[src/rtl/evp_pkg.sv]
package evp_pkg;

   typedef enum logic [1:0] {
      EVP_A_MASK = 2'd0,
      EVP_A_PEND = 2'd1,
      EVP_A_VEC  = 2'd2,
      EVP_A_NONE = 2'd3
   } evp_addr_e;

   localparam logic [15:0] EVP_DEF_RSVD = 16'hC03C;

endpackage

[src/rtl/evp_pend_cell.sv]
module evp_pend_cell #(
   parameter bit IMPL = 1'b1
) (
   input  logic clk,
   input  logic rst_n,
   input  logic set_i,
   input  logic clr_i,
   input  logic wr_en_i,
   input  logic wr_val_i,
   output logic q_o
);
   generate
      if (IMPL) begin : g_impl
         logic q_r;
         always_ff @(posedge clk or negedge rst_n) begin
            if (!rst_n)       q_r <= 1'b0;
            else if (set_i)   q_r <= 1'b1;
            else if (wr_en_i) q_r <= wr_val_i;
            else if (clr_i)   q_r <= 1'b0;
         end
         assign q_o = q_r;

         AST_SET_LANDS: assert property (@(posedge clk) disable iff (!rst_n)
            set_i |=> q_o);
         AST_CLR_LANDS: assert property (@(posedge clk) disable iff (!rst_n)
            (clr_i && !set_i && !wr_en_i) |=> !q_o);
      end else begin : g_rsvd
         logic unused_in;
         assign unused_in = ^{clk, rst_n, set_i, clr_i, wr_en_i, wr_val_i};
         assign q_o = 1'b0;
      end
   endgenerate
endmodule

[src/rtl/evp_mask_reg.sv]
module evp_mask_reg #(
   parameter int          NUM_SRC  = 16,
   parameter logic [15:0] RSVD_MAP = 16'hC03C
) (
   input  logic               clk,
   input  logic               rst_n,
   input  logic               wr_en_i,
   input  logic [NUM_SRC-1:0] wr_val_i,
   output logic [NUM_SRC-1:0] mask_o
);
   for (genvar b = 0; b < NUM_SRC; b++) begin : g_bit
      if (!RSVD_MAP[b]) begin : g_impl
         logic m_r;
         always_ff @(posedge clk or negedge rst_n) begin
            if (!rst_n)       m_r <= 1'b0;
            else if (wr_en_i) m_r <= wr_val_i[b];
         end
         assign mask_o[b] = m_r;
      end else begin : g_rsvd
         logic unused_w;
         assign unused_w = wr_val_i[b];
         assign mask_o[b] = 1'b0;
      end
   end
endmodule

[src/rtl/evp_prio_enc.sv]
module evp_prio_enc #(
   parameter int NUM_SRC = 16,
   parameter int CODE_W  = 5
) (
   input  logic               clk,
   input  logic               rst_n,
   input  logic [NUM_SRC-1:0] req_i,
   output logic [CODE_W-1:0]  code_o,
   output logic [NUM_SRC-1:0] grant_o
);
   always_comb begin
      code_o  = '0;
      grant_o = '0;
      for (int i = NUM_SRC - 1; i >= 0; i--) begin
         if (req_i[i]) begin
            code_o  = CODE_W'(i + 1);
            grant_o = '0;
            grant_o[i] = 1'b1;
         end
      end
   end

   AST_GRANT_ONEHOT: assert property (@(posedge clk) disable iff (!rst_n)
      $onehot0(grant_o));
   AST_CODE_RANGE: assert property (@(posedge clk) disable iff (!rst_n)
      code_o <= CODE_W'(NUM_SRC));
endmodule

[src/rtl/evp_regport.sv]
module evp_regport
   import evp_pkg::*;
#(
   parameter int NUM_SRC = 16,
   parameter int CODE_W  = 5,
   parameter int DATA_W  = 16
) (
   input  logic [1:0]         addr_i,
   input  logic               wr_i,
   input  logic               rd_i,
   input  logic [NUM_SRC-1:0] mask_i,
   input  logic [NUM_SRC-1:0] pend_i,
   input  logic [CODE_W-1:0]  code_i,
   output logic               wr_mask_o,
   output logic               wr_pend_o,
   output logic               rd_vec_o,
   output logic [DATA_W-1:0]  rdata_o
);
   evp_addr_e sel;
   assign sel       = evp_addr_e'(addr_i);
   assign wr_mask_o = wr_i && (sel == EVP_A_MASK);
   assign wr_pend_o = wr_i && (sel == EVP_A_PEND);
   assign rd_vec_o  = rd_i && (sel == EVP_A_VEC);

   always_comb begin
      unique case (sel)
         EVP_A_MASK: rdata_o = DATA_W'(mask_i);
         EVP_A_PEND: rdata_o = DATA_W'(pend_i);
         EVP_A_VEC:  rdata_o = DATA_W'(code_i);
         default:    rdata_o = '0;
      endcase
   end
endmodule

[src/rtl/evp_unit.sv]
module evp_unit
   import evp_pkg::*;
#(
   parameter int          NUM_SRC  = 16,
   parameter int          DATA_W   = 16,
   parameter logic [15:0] RSVD_MAP = EVP_DEF_RSVD
) (
   input  logic               clk,
   input  logic               rst_n,
   input  logic [NUM_SRC-1:0] src_set,
   input  logic [1:0]         reg_addr,
   input  logic               reg_wr,
   input  logic [DATA_W-1:0]  reg_wdata,
   input  logic               reg_rd,
   output logic [DATA_W-1:0]  reg_rdata,
   output logic               irq_o
);
   localparam int CODE_W = 5;

   if (NUM_SRC < 1 || NUM_SRC > 16) begin : g_bad_num
      $error("evp_unit: NUM_SRC must be 1..16");
   end
   if (DATA_W < NUM_SRC) begin : g_bad_data
      $error("evp_unit: DATA_W must cover NUM_SRC");
   end

   logic [NUM_SRC-1:0] mask_q, pend_q, grant, clr_vec;
   logic [CODE_W-1:0]  enc_code;
   logic               wr_mask, wr_pend, rd_vec;

   evp_regport #(.NUM_SRC(NUM_SRC), .CODE_W(CODE_W), .DATA_W(DATA_W)) u_port (
      .addr_i(reg_addr), .wr_i(reg_wr), .rd_i(reg_rd),
      .mask_i(mask_q), .pend_i(pend_q), .code_i(enc_code),
      .wr_mask_o(wr_mask), .wr_pend_o(wr_pend), .rd_vec_o(rd_vec),
      .rdata_o(reg_rdata)
   );

   evp_mask_reg #(.NUM_SRC(NUM_SRC), .RSVD_MAP(RSVD_MAP)) u_mask (
      .clk(clk), .rst_n(rst_n), .wr_en_i(wr_mask),
      .wr_val_i(reg_wdata[NUM_SRC-1:0]), .mask_o(mask_q)
   );

   assign clr_vec = grant & {NUM_SRC{rd_vec}};

   for (genvar b = 0; b < NUM_SRC; b++) begin : g_pend
      evp_pend_cell #(.IMPL(!RSVD_MAP[b])) u_cell (
         .clk(clk), .rst_n(rst_n), .set_i(src_set[b]), .clr_i(clr_vec[b]),
         .wr_en_i(wr_pend), .wr_val_i(reg_wdata[b]), .q_o(pend_q[b])
      );
   end

   evp_prio_enc #(.NUM_SRC(NUM_SRC), .CODE_W(CODE_W)) u_enc (
      .clk(clk), .rst_n(rst_n), .req_i(pend_q & mask_q),
      .code_o(enc_code), .grant_o(grant)
   );

   assign irq_o = |(pend_q & mask_q);

   AST_IRQ_NEEDS_CODE: assert property (@(posedge clk) disable iff (!rst_n)
      irq_o |-> (enc_code != '0));
   AST_EMPTY_READ_STABLE: assert property (@(posedge clk) disable iff (!rst_n)
      (rd_vec && enc_code == '0 && src_set == '0 && !reg_wr) |=> $stable(pend_q));
endmodule

[config.mk]
export PLATFORM = sky130hd
export DESIGN_NAME = evp_unit
export DESIGN_NICKNAME = d
export VERILOG_FILES = /design/src/rtl/evp_pkg.sv /design/src/rtl/evp_pend_cell.sv /design/src/rtl/evp_mask_reg.sv /design/src/rtl/evp_prio_enc.sv /design/src/rtl/evp_regport.sv /design/src/rtl/evp_unit.sv
export SDC_FILE = /design/constraint.sdc
export NUM_CORES = 1
export LEC_CHECK = 0
export BUFFER_PORTS_ARGS = -buffer_cell sky130_fd_sc_hd__buf_2
export CAP_MARGIN = 20
export CELL_PAD_IN_SITES_DETAIL_PLACEMENT = 0
export CELL_PAD_IN_SITES_GLOBAL_PLACEMENT = 2
export CORE_MARGIN = 1
export CORE_UTILIZATION = 25
export CTS_BUF_LIST = sky130_fd_sc_hd__clkbuf_8
export CTS_CLUSTER_DIAMETER = 100
export DETAILED_ROUTE_END_ITERATION = 10
export GPL_TIMING_DRIVEN = 0
export PLACE_DENSITY = 0.83
export SLEW_MARGIN = 20
export SYNTH_ARGS = -nofsm -noshare
export SYNTH_HDL_FRONTEND = slang
export SYNTH_SLANG_ARGS = --single-unit
[constraint.sdc]
create_clock -name clk -period 1.37 [get_ports clk]
set_input_delay 0.2055 -clock clk [delete_from_list [all_inputs] [get_ports clk]]
set_output_delay 0.2055 -clock clk [all_outputs]
set_load 0.05 [all_outputs]
[After elaboration in Yosys (flattened, before gate mapping)]
Cells that the tools add are included.
Word-level totals
  input bits: 38
  bits in registers: 20
  word-level logic and storage cells: 101
Cells by class
  reduce and logical (&&, ||, !) cells: 15
  bitwise operators: 2
  equality and inequality tests: 2
  mux-type cells: 62
Operator list (count)
  $mux 14: 15
  $mux 5: 16
  $pmux 14 s3: 1
  $mux 1: 30
  $reduce_bool 3->1: 10
  $and 14x14->14: 2
  $reduce_or 16->1: 1
  $logic_and 1x1->1: 3
  $eq 2x1->1 const B: 1
  $eq 2x2->1 const B: 1
  $logic_not 2->1: 1

[Logic depth before layout (Yosys ltp)]
Gate-level depths: netlist (run 1).
  depth after elaboration: 19
  gate-level depth with buffers: 5
  mapped depth without buffers: 4

[By module]
Synthesis (run 1) repeated with hierarchy kept, for this count alone.
Unflattened totals
  cells, all modules: 223
  area total of the unflattened synthesis: 1919.3 sq um
Modules (own cells, without submodules)
  evp_mask_reg: area each 535.5 sq um, cells each 38, times used 1
  evp_pend_cell at g_pend[0].u_cell ...: area each 41.3 sq um, cells each 4, times used 10
  evp_prio_enc: area each 349.1 sq um, cells each 54, times used 1
  evp_regport: area each 310.3 sq um, cells each 41, times used 1
  evp_unit: area each 244.0 sq um, cells each 38, times used 1
  evp_pend_cell at g_pend[14].u_cell ...: area each 11.3 sq um, cells each 2, times used 6

[Worst setup path after synthesis (run 1)]
Ideal clock, no wire load.
  path type: flip-flop to output port
  start: reg u_mask.g_bit[7].g_impl.m_r
  end: out reg_rdata[2]
  data arrival time: 2.131 ns
  stages on the path, launching flop included: 5
  path buffers: 0
  setup slack: -0.966 ns
  cells stage by stage: dfrtp_1 -> a22oi_2 -> and2_1 -> nand2_1 -> a221oi_1
Between the ends
  cells in the longest elaborated chain, start to end: 10
RTL lines
  from (decl): line evp_mask_reg.sv:13  | logic m_r;
  from (signal assigned): line evp_mask_reg.sv:16  | else if (wr_en_i) m_r <= wr_val_i[b];
  $and 14x14->14: line evp_unit.sv:53  | .clk(clk), .rst_n(rst_n), .req_i(pend_q & mask_q),
  $mux 5 (8 in a row): line evp_prio_enc.sv:15  | if (req_i[i]) begin
  $pmux 14 s3: line evp_regport.sv:26  | unique case (sel)
  to (decl): line evp_unit.sv:15  | output logic [DATA_W-1:0] reg_rdata,
No other way between the ends.

[Worst setup path after layout (run 1)]
Same ends and word-level chain as after synthesis.

==> results of run 1 <==
==> Yosys cell counts, drive strengths merged <==
library cell and count:
a211o 8, a21oi 6, a221oi 1, a22o 3
a22oi 2, a31o 1, a31oi 7, and2 2
and3 1, and3b 1, and4 1, buf 8
clkbuf 1, conb 1, dfrtp 20, mux2 10
mux2i 10, nand2 19, nand2b 1, nand3 2
nand3b 2, nand4 1, nor2 9, nor2b 2
nor3 1, nor3b 2, o21ai 4, o22ai 2
==> flip-flops by register name, indices dropped and copies added, names as in the netlist <==
register                 count
g_pend.u_cell.q_o           10
u_mask.g_bit.g_impl.m_r     10
==> through the flow <==
| stage | TNS, ns | power [mW] |
|---|---|---|
| finish | -2.97 | 2.28 |
| global route | -4.03 | 2.40 |
| detailed placement | -4.33 | 1.46 |
| global placement | -4.38 | 1.46 |
| floorplan | -0.837 | 1.29 |
| CTS | -3.14 | 2.24 |
==> repair_timing <==
action,in CTS,in global routing
endpoints found under the setup margin,20,20
hold buffers,1,0
endpoints found under the hold margin,20,0
pin swaps,18,6
buffers inserted,12,4
gates resized for setup,33,17
==> layout make-up <==
cell class              count  area (sq um)
plain buffers               9          70.1
clock buffers               3          41.3
clock inverters             1          30.0
fillers                   511          2820
multi-input cells         102           843
flip-flops and latches     20           503
well taps                  67          83.8
repair buffers             54           423
==> logic make-up after synthesis <==
family	share of synthesized area
and+or+nand+nor	0.189
AOI/OAI and AO/OA	0.196
muxes	0.167
DFF	0.393
buffers and inverters	0.0521
other	0.00295
==> worst max-delay path by stage <==
stage | start | to | slack (ns) | cells past startpoint
floorplan | g_pend[7].u_cell.q_o | irq_o | -0.29 | 4
global placement | reg_addr[1] | reg_rdata[0] | -0.45 | 5
detailed placement | reg_addr[1] | reg_rdata[0] | -0.45 | 5
CTS | u_mask.g_bit[8].g_impl.m_r | reg_rdata[0] | -0.44 | 5
global route | u_mask.g_bit[8].g_impl.m_r | reg_rdata[0] | -0.49 | 5
finish | u_mask.g_bit[7].g_impl.m_r | reg_rdata[2] | -0.42 | 5
==> layout by cell type, fill, tap and decap left out, types with 3 or more instances in the layout <==
cell	n
mux2_2	5
buf_2	25
a31oi_1	4
nand2_1	18
conb_1	4
mux2i_1	9
o21ai_1	4
nor2_2	8
mux2_1	5
dfrtp_1	18
buf_6	22
buf_4	13
a21oi_1	4
a211o_1	8
clkbuf_8	3
==> per-layer routing <==
metal,up-vias,GRT usage,part of all wire
met5,-,0,0
met4,0,0.0321,0.011
met3,4,0.0357,0.053
met2,30,0.222,0.49
met1,565,0.164,0.44
li1,590,-,-
==> report_power, final <==
| group | total (mW) | switching [mW] | internal [mW] | leakage, nW |
|---|---|---|---|---|
| logic | 0.927 | 0.500 | 0.428 | 0.677 |
| clock network | 0.600 | 0.210 | 0.390 | 0.0357 |
| registers | 0.751 | 0.0853 | 0.665 | 0.211 |
==> results.sh, run 1 <==
export IMPL_synth_area_top_cells="dfrtp_1 (39%), mux2i_1 (7.9%), nand2_1 (5.6%)"
export IMPL_drc_errors=0
export IMPL_drt_wl_total_um=3480
export IMPL_die_area_sq_mm=0.00538
export IMPL_finish_utilization=0.414
export IMPL_outcome="finished with violations"
export IMPL_port_buffer_count=37
export IMPL_grt_usage=0.131
export IMPL_gp_congestion=0.786
export IMPL_path_max_fanout=3
export IMPL_ys_seq_elements=20
export IMPL_rsz0062_at_grt="true"
export IMPL_rows=25
export IMPL_root_buffer="clkbuf_8"
export IMPL_grt_overflow=0
export IMPL_whs_ns=0.121
export IMPL_dp_cells=235
export IMPL_cp_end_kind="output port"
export IMPL_r2r_start="u_mask.g_bit[6].g_impl.m_r"
export IMPL_die_y_um=73.3
export IMPL_hold_path_startpoint="src_set[6]"
export IMPL_critPathTopFamily="compound AO/OA/AOI/OAI gates"
export IMPL_yosysUniqueCellTypes=36
export IMPL_avgSynthCellArea_sq_um=9.94
export IMPL_max_freq_ghz=0.559
export IMPL_dpl_worst_slack_ns=-0.447
export IMPL_yosysTopAreaCell="dfrtp_1"
export IMPL_synth_cells=128
export IMPL_cts_max_path_buffers=2
export IMPL_r2r_end="g_pend[11].u_cell.q_o"
export IMPL_cts_tree="built"
export IMPL_post_route_period_util=1.31
export IMPL_rrSetupSlack_ns=-0.15
export IMPL_critical_path_arrival_ns=1.58
export IMPL_place_area_sq_mm=0.00163
export IMPL_netlist_area_leader_share=0.393
export IMPL_violations="setup timing"
export IMPL_holdPathEnd="g_pend[6].u_cell.q_o"
export IMPL_crit_chain="a22oi_2 -> and2_4 -> nand2_2 -> a221oi_4 -> buf_6"
export IMPL_cts_max_level=1
export IMPL_drv_cap=0
export IMPL_grt_max_degree=21
export IMPL_drt_pass1_iter_count=4
export IMPL_cts_sinks=20
export IMPL_critical_path_class="reg2out"
export IMPL_synth_area_sq_mm=0.00127
export IMPL_clock_latency_ns=0.26
export IMPL_hpwlAfterDp_um=2370
export IMPL_period_needed_ns=1.79
export IMPL_postLayoutSetupSlackWorst_ns=-0.419
export IMPL_antenna_found_initial=0
export IMPL_die_w_um=73.3
export IMPL_required_ns=1.16
export IMPL_antenna_diode_count=0
export IMPL_final_nets=228
export IMPL_cp_num_buf_inv=1
export IMPL_stdcell_area_sq_mm=0.00199
export IMPL_via_per_inst=4.64
export IMPL_r2r_cells=5
export IMPL_hold_viol=0
export IMPL_vdd_drop_max_uv=568
export IMPL_skew_ns=0.00551
export IMPL_start_kind="flop"
export IMPL_wl_per_cell_um=13.6
export IMPL_layout_cells_non_filler=256
export IMPL_syn2layout_area_growth_pct=56.7
export IMPL_coreArea_sq_mm=0.00482
export IMPL_drtAntennaViolNets=0
export IMPL_ys_warnings_count=0
export IMPL_initial_core_util=0.264
export IMPL_min_path_type="in2reg"
export IMPL_clk_pin_slew_worst_paths_ns=0.08
export IMPL_critPathMaxStageDelay_ns=0.41
export IMPL_power_density_mw_per_mm2=1140
export IMPL_slowest_stage="dfrtp_1"
export IMPL_vias=1189
export IMPL_drive_above_1_share=0.540
export IMPL_drv_slew=0
export IMPL_holdPathStages=2
export IMPL_cts_buffers_inserted=3
export IMPL_first_global_vias=1134
export IMPL_grt_pass1_wl_um=5260
export IMPL_setup_violations=17
export IMPL_p_leak_nw=0.924
export IMPL_boundaryPins=55
export IMPL_yosysSeqAreaShare=0.393
export IMPL_first_iter_violations=32
Note: power is estimated with default switching activity, not from simulation.
==> run 2, diff against run 1 <==
Settings changed: CAP_MARGIN 20 to unset, CORE_UTILIZATION 25 to 24, CTS_BUF_LIST sky130_fd_sc_hd__clkbuf_8 to sky130_fd_sc_hd__clkbuf_16, PLACE_DENSITY 0.83 to 0.81.
==> results.sh, run 2 (synthesis gave the netlist of run 1 again) <==
export IMPL_final_common_cell="buf_2"
export IMPL_cts_sinks=20
export IMPL_power_switching_mw=0.837
export IMPL_p_int_mw=1.67
export IMPL_hpwlAfterDp_um=2390
export IMPL_multiInputGateArea_sq_um=877
export IMPL_violations="setup timing"
export IMPL_swShare=0.334
export IMPL_vdd_drop_max_uv=1030
export IMPL_p_total_mw=2.50
export IMPL_port_buffer_count=37
export IMPL_n_fill_cell=531
export IMPL_grt_usage=0.130
export IMPL_die_y_um=74.8
export IMPL_antenna_found_initial=0
export IMPL_die_area_sq_mm=0.00560
export IMPL_wl_met1_um=1650
export IMPL_dr_wl_met2_um=1680
export IMPL_finish_utilization=0.398
export IMPL_drc_errors=0
export IMPL_drt_wl_total_um=3510
export IMPL_grt_max_degree=21
export IMPL_p_leak_nw=0.922
export IMPL_postLayoutSetupSlackWorst_ns=-0.424
export IMPL_root_buffer="clkbuf_16"
export IMPL_start_kind="flop"
export IMPL_drv_slew=0
export IMPL_cts_max_level=1
export IMPL_r2r_start="u_mask.g_bit[6].g_impl.m_r"
export IMPL_syn2layout_area_growth_pct=59.6
export IMPL_period_needed_ns=1.79
export IMPL_combPwrFrac=0.372
export IMPL_boundaryPins=55
export IMPL_drt_pass1_iter_count=4
export IMPL_layout_common_cells="buf_2 (26), buf_6 (19), nand2_1 (18)"
export IMPL_skew_ns=0.00296
export IMPL_required_ns=1.16
export IMPL_max_freq_ghz=0.557
export IMPL_drive_above_1_share=0.559
export IMPL_antenna_diode_count=0
export IMPL_min_path_type="in2reg"
export IMPL_critical_path_arrival_ns=1.59
export IMPL_seqPwrFrac=0.301
export IMPL_cp_end_kind="output port"
export IMPL_wl_per_cell_um=13.7
export IMPL_vias=1185
export IMPL_outcome="finished with violations"
export IMPL_p_clk_frac=0.327
export IMPL_coreArea_sq_mm=0.00511
export IMPL_drv_cap=0
export IMPL_critical_path_class="reg2out"
export IMPL_via_per_inst=4.63
export IMPL_rsz0062_at_grt="true"
export IMPL_first_global_vias=1101
export IMPL_setup_violations=15
export IMPL_path_max_fanout=3
export IMPL_die_w_um=74.8
export IMPL_power_density_mw_per_mm2=1230
export IMPL_cts_tree="built"
export IMPL_drtAntennaViolNets=0
export IMPL_cts_buffers_inserted=3
export IMPL_grt_pass1_wl_um=5380
export IMPL_cts_max_path_buffers=2
export IMPL_hold_viol=0
export IMPL_hold_path_startpoint="src_set[6]"
export IMPL_post_route_period_util=1.31
export IMPL_clk_pin_slew_worst_paths_ns=0.06
export IMPL_gp_congestion=0.737
export IMPL_first_iter_violations=40
export IMPL_clock_latency_ns=0.26
export IMPL_dpl_worst_slack_ns=-0.442
export IMPL_crit_start="u_mask.g_bit[7].g_impl.m_r"
export IMPL_initial_core_util=0.249
export IMPL_wl_met3_um=163
export IMPL_seq_area_sq_um=504
export IMPL_final_nets=225
export IMPL_grt_overflow=0
export IMPL_highest_layer="met4"
export IMPL_rows=26
run 2: changes by cell type in the layout (fill, tap and decap cells not counted), sizes merged:
cell and change:
buf -3
run 2: stage by stage:
| stage | hold WS [ns] | instances | area (sq um) | setup TNS, ns |
|---|---|---|---|---|
| after CTS | 0.129 | 254 | 1930 | -2.70 |
| after global placement | 0.192 | 238 | 1630 | -4.44 |
| final | 0.134 | 256 | 2030 | -2.87 |
| after floorplan | -0.0901 | 131 | 1360 | -0.837 |
| after detailed placement | 0.190 | 238 | 1630 | -4.24 |
| after global routing | 0.136 | 256 | 2030 | -3.86 |
run 2: timing repair:
action	in CTS	in global routing
pin swaps	11	12
setup endpoints to repair	20	19
resized for setup	30	19
hold buffers	1	0
hold endpoints to repair	20	0
buffers inserted	11	2
run 2: power by group through the flow:
stage / Combinational (mW) / Sequential [mW] / Clock [mW]
after floorplan: 0.543 / 0.750 / 0
after global placement: 0.692 / 0.770 / 0
after detailed placement: 0.692 / 0.771 / 0
after CTS: 0.858 / 0.744 / 0.841
after global routing: 0.996 / 0.765 / 0.863
final: 0.930 / 0.754 / 0.818
run 2: final cells by class:
type / instances / area share
Tap cell: 70 / 0.0431
Clock inverter: 1 / 0.0148
Buffer: 9 / 0.0345
Multi-Input combinational cell: 102 / 0.432
Sequential cell: 20 / 0.248
Clock buffer: 3 / 0.0370
Timing Repair Buffer: 51 / 0.190
run 2: worst paths after layout:
kind / cells past startpoint / endpoint / slack (ns)
max reg2reg: 5 / g_pend[9].u_cell.q_o / -0.15
min in group asynchronous: 2 / g_pend[0].u_cell.q_o / 0.44
max in group asynchronous: 2 / u_mask.g_bit[8].g_impl.m_r / 0.58
max: 5 / reg_rdata[2] / -0.42
min: 2 / g_pend[6].u_cell.q_o / 0.13
min reg2reg: 1 / u_mask.g_bit[13].g_impl.m_r / 0.54
run 2: worst max-delay path, stage by stage (launching register included):
cell and delay (ns):
dfrtp_1 0.40, a22oi_2 0.25, and2_4 0.20, nand2_4 0.05, a221oi_4 0.23, buf_6 0.20
run 2: routing by layer:
layer  vias to the layer above  global-route usage
met5                         -                   0
met4                         0              0.0189
met3                         2              0.0281
met2                        29               0.219
met1                       569               0.174
li1                        585                   -
==> run 3, diff against run 2 <==
Settings changed: PLACE_DENSITY 0.81 to unset, PLACE_DENSITY_LB_ADDON set to 0.1.
==> results.sh, run 3 (synthesis gave the netlist of run 1 again) <==
export IMPL_vdd_drop_max_uv=442
export IMPL_antenna_diode_count=0
export IMPL_holdPathStages=2
export IMPL_dpl_worst_slack_ns=-0.482
export IMPL_grt_usage=0.147
export IMPL_grt_overflow=0
export IMPL_stdcell_area_sq_mm=0.00211
export IMPL_rsz0062_at_grt="true"
export IMPL_drive_above_1_share=0.599
export IMPL_vias=1218
export IMPL_gp_congestion=0.721
export IMPL_wl_met1_um=1830
export IMPL_layout_common_cells="buf_2 (26), buf_4 (20), nand2_1 (18)"
export IMPL_drv_slew=0
export IMPL_drtAntennaViolNets=0
export IMPL_critical_path_arrival_ns=1.62
export IMPL_grt_pass1_wl_um=5940
export IMPL_die_w_um=74.8
export IMPL_clock_latency_ns=0.25
export IMPL_drc_errors=0
export IMPL_rows=26
export IMPL_critical_path_class="reg2out"
export IMPL_post_route_period_util=1.34
export IMPL_skew_ns=0.00225
export IMPL_multiInputGateArea_sq_um=922
export IMPL_first_global_vias=1173
export IMPL_start_kind="flop"
export IMPL_dr_wl_met2_um=1900
export IMPL_port_buffer_count=37
export IMPL_cts_buffers_inserted=3
export IMPL_required_ns=1.16
export IMPL_p_leak_nw=0.942
export IMPL_dp_cells=238
export IMPL_antenna_found_initial=0
export IMPL_drv_cap=0
export IMPL_final_common_cell="buf_2"
export IMPL_min_path_type="in2reg"
export IMPL_via_per_inst=4.65
export IMPL_p_total_mw=2.41
export IMPL_setup_tns_final_ns=-3.15
export IMPL_die_y_um=74.8
export IMPL_violations="setup timing"
export IMPL_clk_pin_slew_worst_paths_ns=0.06
export IMPL_setup_violations=16
export IMPL_finish_utilization=0.413
export IMPL_layout_cells_non_filler=262
export IMPL_cp_end_kind="output port"
export IMPL_wl_met3_um=162
export IMPL_cts_sinks=20
export IMPL_seq_area_sq_um=509
export IMPL_first_iter_violations=54
export IMPL_root_buffer="clkbuf_16"
export IMPL_outcome="finished with violations"
export IMPL_die_area_sq_mm=0.00560
export IMPL_highest_layer="met4"
export IMPL_grt_max_degree=21
export IMPL_cts_max_level=1
export IMPL_coreArea_sq_mm=0.00511
export IMPL_wl_per_cell_um=15.0
export IMPL_place_area_sq_mm=0.00163
export IMPL_final_nets=231
export IMPL_cts_tree="built"
export IMPL_period_needed_ns=1.83
export IMPL_power_density_mw_per_mm2=1150
export IMPL_initial_core_util=0.249
export IMPL_max_freq_ghz=0.546
export IMPL_path_max_fanout=5
export IMPL_hpwlAfterDp_um=2580
export IMPL_syn2layout_area_growth_pct=65.7
export IMPL_r2r_cells=5
export IMPL_drt_wl_total_um=3940
export IMPL_postLayoutSetupSlackWorst_ns=-0.460
export IMPL_boundaryPins=55
export IMPL_cts_max_path_buffers=2
export IMPL_drt_pass1_iter_count=4
export IMPL_hold_viol=0
export IMPL_whs_ns=0.138
export IMPL_n_fill_cell=529
-- run 3: cell count changes in the layout (fill, tap and decap cells not counted), moves of 2 or more --
cell,delta
buf_4,+8
dfrtp_1,-4
mux2i_4,+2
buf_6,-3
dfrtp_2,+4
a31oi_4,+3
a31oi_2,-3
mux2i_2,-2
-- run 3: repair_timing --
item                                    CTS  global route
cloned                                    0             0
buffers inserted                          8            11
endpoints found under the hold margin    20             0
endpoints found under the setup margin   20            19
hold buffers                              1             0
pin swaps                                20            11
resized for setup                        39            20
-- run 3: per-layer routing --
metal  global-route usage  vias up
li1                     -      600
met1                0.195      587
met2                0.243       27
met3               0.0254        4
met4               0.0440        0
met5                    0        -
-- run 3: area by class of cell --
class	count	share of cell area
sequential	20	0.242
tap	70	0.0415
clock inverter	1	0.00178
clock buffer	3	0.0356
multi-input combinational	102	0.437
timing repair buffer	57	0.209
buffer	9	0.0332
-- run 3: report_power, final --
group	switching [mW]	leakage (nW)	internal, mW
Sequential	0.0922	0.207	0.671
Combinational	0.551	0.696	0.477
Clock	0.234	0.0385	0.390
-- run 3: path summary, 6_finish.rpt --
path | slack, ns | end | startpoint
min in group asynchronous | 0.45 | g_pend[10].u_cell.q_o | rst_n
max in group asynchronous | 0.56 | u_mask.g_bit[10].g_impl.m_r | rst_n
setup / recovery | -0.46 | reg_rdata[0] | g_pend[8].u_cell.q_o
setup reg to reg | -0.17 | g_pend[8].u_cell.q_o | u_mask.g_bit[6].g_impl.m_r
hold / removal | 0.14 | g_pend[11].u_cell.q_o | src_set[11]
hold reg to reg | 0.52 | u_mask.g_bit[13].g_impl.m_r | u_mask.g_bit[13].g_impl.m_r
-- run 3: worst max-delay path: stages, from the launching register on --
cell,delay (ns)
dfrtp_2,0.43
a22o_1,0.25
a31oi_1,0.19
o21ai_1,0.09
a31o_2,0.26
buf_8,0.15
